### src/rtl/plc_pkg.sv
package plc_pkg;
  typedef enum logic [1:0] {
    PLC_RSVD   = 2'b00,
    PLC_REG    = 2'b01,
    PLC_SIMPLE = 2'b10,
    PLC_CPLX   = 2'b11
  } plc_mode_e;
endpackage

### src/rtl/plc_or_plane.sv
module plc_or_plane #(
  parameter int N_PT = 8
) (
  input  logic [N_PT-1:0] pt_i,
  output logic            sum_all_o,
  output logic            sum_low_o,
  output logic            oe_term_o
);
  localparam int LowW = N_PT - 1;
  logic [LowW-1:0] low_terms;

  assign low_terms = pt_i[LowW-1:0];
  assign sum_low_o = |low_terms;
  assign oe_term_o = pt_i[N_PT-1];
  assign sum_all_o = sum_low_o | oe_term_o;
endmodule

### src/rtl/plc_dff.sv
module plc_dff (
  input  logic clk_i,
  input  logic rst_ni,
  input  logic cap_en_i,
  input  logic d_i,
  input  logic pre_en_i,
  input  logic pre_d_i,
  output logic q_o
);
  always_ff @(posedge clk_i or negedge rst_ni) begin
    if (!rst_ni)       q_o <= 1'b0;
    else if (pre_en_i) q_o <= pre_d_i;
    else if (cap_en_i) q_o <= d_i;
  end
endmodule

### src/rtl/plc_route.sv
module plc_route #(
  parameter bit HAS_FB = 1'b1
) (
  input  logic [1:0] mode_i,
  input  logic       pol_i,
  input  logic       rc_i,
  input  logic       fb_en_i,
  input  logic       pin_i,
  input  logic       oe_ni,
  input  logic       sum_all_i,
  input  logic       sum_low_i,
  input  logic       oe_term_i,
  input  logic       q_i,
  output logic       pin_o,
  output logic       oe_o,
  output logic       fb_o,
  output logic       cap_en_o
);
  import plc_pkg::*;

  plc_mode_e mode;
  logic      fb_raw;

  assign mode = plc_mode_e'(mode_i);

  always_comb begin
    pin_o    = 1'b0;
    oe_o     = 1'b0;
    fb_raw   = 1'b0;
    cap_en_o = 1'b0;
    unique case (mode)
      PLC_SIMPLE: begin
        if (rc_i && HAS_FB) begin
          fb_raw = pin_i;            // dedicated input
        end else begin
          pin_o  = pol_i ? sum_all_i : ~sum_all_i;
          oe_o   = 1'b1;
          fb_raw = pin_i;
        end
      end
      PLC_CPLX: begin
        pin_o  = pol_i ? sum_low_i : ~sum_low_i;
        oe_o   = oe_term_i;
        fb_raw = pin_i;
      end
      PLC_REG: begin
        if (rc_i) begin
          pin_o    = pol_i ? q_i : ~q_i;
          oe_o     = ~oe_ni;
          fb_raw   = q_i;
          cap_en_o = 1'b1;
        end else begin
          pin_o  = pol_i ? sum_low_i : ~sum_low_i;
          oe_o   = oe_term_i;
          fb_raw = pin_i;
        end
      end
      default: ;
    endcase
  end

  assign fb_o = HAS_FB ? (fb_raw & fb_en_i) : 1'b0;
endmodule

### src/rtl/plc_macrocell.sv
module plc_macrocell #(
  parameter int N_PT   = 8,
  parameter bit HAS_FB = 1'b1
) (
  input  logic            clk_i,
  input  logic            rst_ni,
  input  logic [N_PT-1:0] pt_i,
  input  logic [1:0]      mode_i,
  input  logic            pol_i,
  input  logic            rc_i,
  input  logic            fb_en_i,
  input  logic            pin_i,
  input  logic            oe_ni,
  input  logic            preload_en_i,
  input  logic            preload_d_i,
  output logic            pin_o,
  output logic            oe_o,
  output logic            fb_o
);
  logic sum_all, sum_low, oe_term, dff_q, cap_en;

  plc_or_plane #(.N_PT(N_PT)) i_or (
    .pt_i      (pt_i),
    .sum_all_o (sum_all),
    .sum_low_o (sum_low),
    .oe_term_o (oe_term)
  );

  plc_dff i_dff (
    .clk_i    (clk_i),
    .rst_ni   (rst_ni),
    .cap_en_i (cap_en),
    .d_i      (sum_all),
    .pre_en_i (preload_en_i),
    .pre_d_i  (preload_d_i),
    .q_o      (dff_q)
  );

  plc_route #(.HAS_FB(HAS_FB)) i_route (
    .mode_i    (mode_i),
    .pol_i     (pol_i),
    .rc_i      (rc_i),
    .fb_en_i   (fb_en_i),
    .pin_i     (pin_i),
    .oe_ni     (oe_ni),
    .sum_all_i (sum_all),
    .sum_low_i (sum_low),
    .oe_term_i (oe_term),
    .q_i       (dff_q),
    .pin_o     (pin_o),
    .oe_o      (oe_o),
    .fb_o      (fb_o),
    .cap_en_o  (cap_en)
  );
endmodule

### config.mk
export PLATFORM = sky130hd
export DESIGN_NAME = plc_macrocell
export DESIGN_NICKNAME = d
export VERILOG_FILES = /design/src/rtl/plc_pkg.sv /design/src/rtl/plc_or_plane.sv /design/src/rtl/plc_dff.sv /design/src/rtl/plc_route.sv /design/src/rtl/plc_macrocell.sv
export SDC_FILE = /design/constraint.sdc
export NUM_CORES = 1
export LEC_CHECK = 0
export BUFFER_PORTS_ARGS = -buffer_cell sky130_fd_sc_hd__buf_4
export CORE_AREA = 8 8 45 47
export DETAILED_ROUTE_END_ITERATION = 10
export DIE_AREA = 0 0 53 55
export PLACE_DENSITY = 0.41
export SLEW_MARGIN = 10
export SYNTH_ARGS = -nofsm -noshare
export SYNTH_HDL_FRONTEND = slang
export SYNTH_SLANG_ARGS = --single-unit
### constraint.sdc
create_clock -name clk_i -period 4.3 [get_ports clk_i]
set_input_delay 0.215 -clock clk_i [delete_from_list [all_inputs] [get_ports clk_i]]
set_output_delay 0.215 -clock clk_i [all_outputs]
set_load 0.05 [all_outputs]
* Word level (Yosys, flattened, before mapping) *
Index checks and enable logic that the tools add are counted.

word-level totals
  bits in registers = 1
  output and inout bits = 3

cells by class
  equality and inequality tests = 3
  multiplexer cells = 15
  bitwise logic cells = 6
  reduce and logical (&&, ||, !) cells = 3

operators by type and width
  operator                                             count
  two-way mux 1 bit                                    12
  OR reduction 7 bit                                   1
  one-hot mux 1 bit (3 select lines)                   2
  equality test 2 bit, second input constant           2
  NOT 1 bit                                            4
  equality test 2 x 1 -> 1 bit, second input constant  1
  one-hot mux 1 bit (2 select lines)                   1
  nonzero test 2 bit                                   1
  OR reduction 2 bit                                   1
  bitwise AND 1 bit                                    1
  OR 1 bit                                             1

* Depth between registers and ports, before layout *
  depth in word-level cells = 6
  gate-level depth with buffers = 5
  mapped depth without buffers = 4

* Modules after synthesis *
From an unflattened synthesis, not the netlist that was laid out.

unflattened totals
  cells, all modules = 29
  area total of the unflattened synthesis = 217.7 µm²

by module, submodules not included
  module        times used  cells each  area each (µm²)  sequential area each (µm²)
  plc_route     1           20          138.9            0.0
  plc_dff       1           4           43.8             25.0
  plc_or_plane  1           5           35.0             0.0

* Worst setup path before layout *
Ideal clock, no wire load.

  kind = input -> output
  from = input rc_i
  to = output pin_o
  data arrival time = 2.359 ns
  setup slack = 1.726 ns
  cell stages on the path = 5
  path buffers = 1
  cell sequence = clkbuf_1 > or4_1 > o2bb2ai_1 > xnor2_1 > o311ai_1

between the ends
  word-level cells in the longest chain between the ends = 2
  elaborated cells on any way between the ends = 3
  those cells by class = mux (3)

ends and longest elaborated chain
  item                                         line                              source
  start: declaration                           plc_macrocell.sv:10               input logic rc_i,
  two-way mux 1 bit, on equally long branches  plc_route.sv:47, plc_route.sv:33
  one-hot mux 1 bit (3 select lines) *         plc_route.sv:31                   unique case (mode)
  end: declaration                             plc_macrocell.sv:16               output logic pin_o,

Every way passes the cells marked *; elsewhere a longest branch is shown, timed or not.

* Worst setup path in the final report *
  from = input pt_i[2]
  to = output pin_o

between the ends
  word-level cells in the longest chain between the ends = 6
  elaborated cells on any way between the ends = 9
  those cells by class = mux (5); bitwise (3); reduce/logical (1)

ends and longest elaborated chain
  item                                  line                source
  start: declaration                    plc_macrocell.sv:7  input logic [N_PT-1:0] pt_i,
  OR reduction 7 bit *                  plc_or_plane.sv:13  assign sum_low_o = |low_terms;
  OR 1 bit                              plc_or_plane.sv:15  assign sum_all_o = sum_low_o | oe_term_o;
  NOT 1 bit                             plc_route.sv:36     pin_o = pol_i ? sum_all_i : ~sum_all_i;
  two-way mux 1 bit                     plc_route.sv:36
  two-way mux 1 bit                     plc_route.sv:33     if (rc_i && HAS_FB) begin
  one-hot mux 1 bit (3 select lines) *  plc_route.sv:31

Marked as above.

==> summary.md <==
| Metric | Value |
|---|---|
| Post-route setup TNS | 0 ns |
| Worst slew margin | 0.845 |
| Via density | 4.53 |
| Vias in the first global route | 321 |
| First-pass GRT wire length | 1.29 mm |
| Worst slew pin tran | 0.228 ns |
| Worst VDD drop | 0.0649 mV |
| Power density cells | 131 nW/µm² |
| Top reg by flops | i_dff.q_o |
| Number of synthesized register bits | 1 |
| Share of cells above drive strength 1 | 0.442 |
| Arrival time at the worst endpoint | 2.13 ns |
| Area of the mapped netlist | 213 µm² |
| Yosys top cell by area | dfrtp_1 |
| Worst Hold Class | input pin to flop |
| Clock power frac | 0 |
| Hold_sp | preload_en_i |
| Layout Cells excl Fill | 68 |
| Cell Int Power | 0.0311 mW |
| Die Y | 55 µm |
| Area post-placement | 387 µm² |
| Diodes inserted | 0 |
| R2R depth | 2 |
| Antenna Nets Post-Route | 0 |
| Max-Cap Viols | 0 |
| Top Ports | 22 |
| Worst path bufs/invs | 2 |
| Most frequent cells after synthesis | 4 x inv_1, 4 x nand2_1 |
| Port buffer count | 21 |
| Final Max Slew Viols | 0 |
| Number of synthesized flops with an enable pin | 0 |
| Die W | 53 µm |
| Hold-critical path depth | 2 |
| Status | finished, final reports clean |
| Syn Nets | 50 |
| Max FFs per register | 1 |
| Clk Latency, worst-skew pair | 0 ns |
| Max Fanout on Critical Path | 3 |
| Peak Freq | 426 MHz |
| Leak | 0.182 nW |
| Synthesized area per cell | 6.86 µm² |
| Sequential-to-total area share from yosys stat | 0.118 |
| Final clock skew | 0 ns |
| Top flop regs | i_dff.q_o: 1 flops |
| Core region area | 1380 µm² |
| Initial antenna violation count | 0 |
| Routed via count | 308 |
| Total congestion overflow | 0 |
| Final Setup Violations | 0 |
| Switching Share | 0.401 |
| DRC viols | 0 |
| Routability cong. | 0.692 |
| Crit path time final | 2.35 ns |
| Worst-path cell chain | buf_4 > or4_4 > or4_4 > or4b_1 > o311ai_1 > buf_4 |
| Worst setup SP type | input pin |
| Initial Utilization | 0.154 |
| Crit path max-delay family | simple AND/OR/NAND/NOR gates |
| Post-CTS sizing | 0 |
| Overall power consumption | 0.0520 mW |
| Sequential Power Share | 0.210 |
| Top cells by area, synth | dfrtp_1 12%, or4_4 11%, inv_1 7.1%, nand2_1 7.1%, nor2b_1 5.9% |
| Main flop type after synthesis | dfrtp_1 |
| Hold EP | i_dff.q_o$_DFFE_PN0P_ |
| WS Path Type | input pin to primary output |
| CP required | 4.09 ns |
| Reg2reg start | i_dff.q_o$_DFFE_PN0P_ |
| Clock-pin slew on the worst setup and hold paths | 0 ns |
| Initial DRC Count | 4 |
| GRT Resource Usage Total | 0.0535 |
| Final hold violation count | 0 |
| Critical-path top delay cell | or4_4 |
| Layout Nets | 73 |
| Gate Count Post-Synth | 31 |
| DP Cell Count | 67 |
| Crit-path max cell delay | 0.52 ns |
| DP HPWL | 693 µm |
| Die ar. | 2920 µm² |
| Cell variety after synth | 20 |
| Async SR Flop Fraction | 1.00 |
| Reg2reg end | i_dff.q_o$_DFFE_PN0P_ |
| CP Capture Type | primary output |
| Crit share post-route | 0.546 |
| Cell area after layout | 397 µm² |
| Worst reg-to-reg setup slack | 3.60 ns |
| Site row count | 14 |
| WL per Instance | 11.0 µm |
| Synthesis-to-finish area growth | 86.5% |
| Largest net degree at the start of global routing | 11 |
| Initial DRT Pass Iterations | 2 |
| Detailed Route WL | 748 µm |
| Switch Pwr | 0.0209 mW |
| Comb power frac | 0.790 |
| RSZ-0062 raised after global routing | no |
| Synthesis warning total | 0 |
| Share of the synthesized area in the top cell type | 0.118 |
## metal layers
layer	vias to the layer above	track usage	wire length, µm
met5	-	0	0
li1	160	-	-
met4	0	0	0
met2	13	0.105	377
met1	135	0.0590	313
met3	0	0.0134	57
## cells by family after synthesis
kind of cell,Yosys count,share of synthesized area
buffers and inverters,5,0.0882
flip-flops,1,0.118
AND/OR/NAND/NOR,15,0.429
AO/OA/AOI/OAI,9,0.324
XOR/XNOR,1,0.0412
## power groups by stage
| stage | combinational (mW) | clock, mW | sequential [mW] |
|---|---|---|---|
| global route | 0.0449 | 0 | 0.0110 |
| CTS | 0.0418 | 0 | 0.0109 |
| global placement | 0.0411 | 0 | 0.0110 |
| detailed placement | 0.0410 | 0 | 0.0109 |
| floorplan | 0.0208 | 0 | 0.0108 |
| finish | 0.0411 | 0 | 0.0109 |
## through the flow
stage | hold slack (ns) | util | setup slack (ns)
2_1_floorplan | -0.0806 | - | 1.73
3_3_place_gp | -0.00923 | 0.279 | 1.94
3_5_place_dp | -0.00774 | 0.279 | 1.94
4_1_cts | 0.422 | 0.287 | 1.94
5_1_grt | 0.436 | 0.287 | 1.87
6_report | 0.418 | 0.287 | 1.95
## worst max-delay path by stage
| stage | startpoint | end | cells after the start | slack [ns] |
|---|---|---|---|---|
| after floorplan | rc_i | pin_o | 5 | 1.73 |
| after global placement | pt_i[2] | pin_o | 6 | 1.94 |
| after detailed placement | pt_i[2] | pin_o | 6 | 1.94 |
| after CTS | pt_i[2] | pin_o | 6 | 1.94 |
| after global routing | pt_i[2] | pin_o | 6 | 1.87 |
| final | pt_i[2] | pin_o | 6 | 1.95 |
## layout by cell type, fill, tap and decap left out, drive strengths merged
| cell | instances |
|---|---|
| nor3 | 2 |
| xnor2 | 1 |
| nand2b | 1 |
| a32o | 1 |
| dlygate4sd3 | 1 |
| o311ai | 1 |
| o31ai | 1 |
| nor2b | 2 |
| o2111ai | 1 |
| o2bb2ai | 1 |
| a21oi | 1 |
| a22oi | 1 |
| or4b | 1 |
| nor2 | 2 |
| or4 | 3 |
| nand2 | 4 |
| o22ai | 2 |
| inv | 4 |
| dfrtp | 1 |
| buf | 21 |
## area by class of cell
cell class                      count  area, µm²
Sequential cell                     1       25.0
Timing Repair Buffer               22        168
Tap cell                           16       20.0
Inverter                            4       15.0
Fill cell                         166        987
Multi-Input combinational cell     25        169
## repair_timing
item / CTS / global route
hold buffers: 1 / 0
setup buffers: 0 / 0
endpoints found under the hold margin: 1 / 0
## worst reg2reg max path, delay by kind of cell, from the launching register on
| family | cells | cell delay, ns |
|---|---|---|
| flops | 1 | 0.32 |
| compound gates | 2 | 0.27 |
Power figures use the tool's default switching activity.
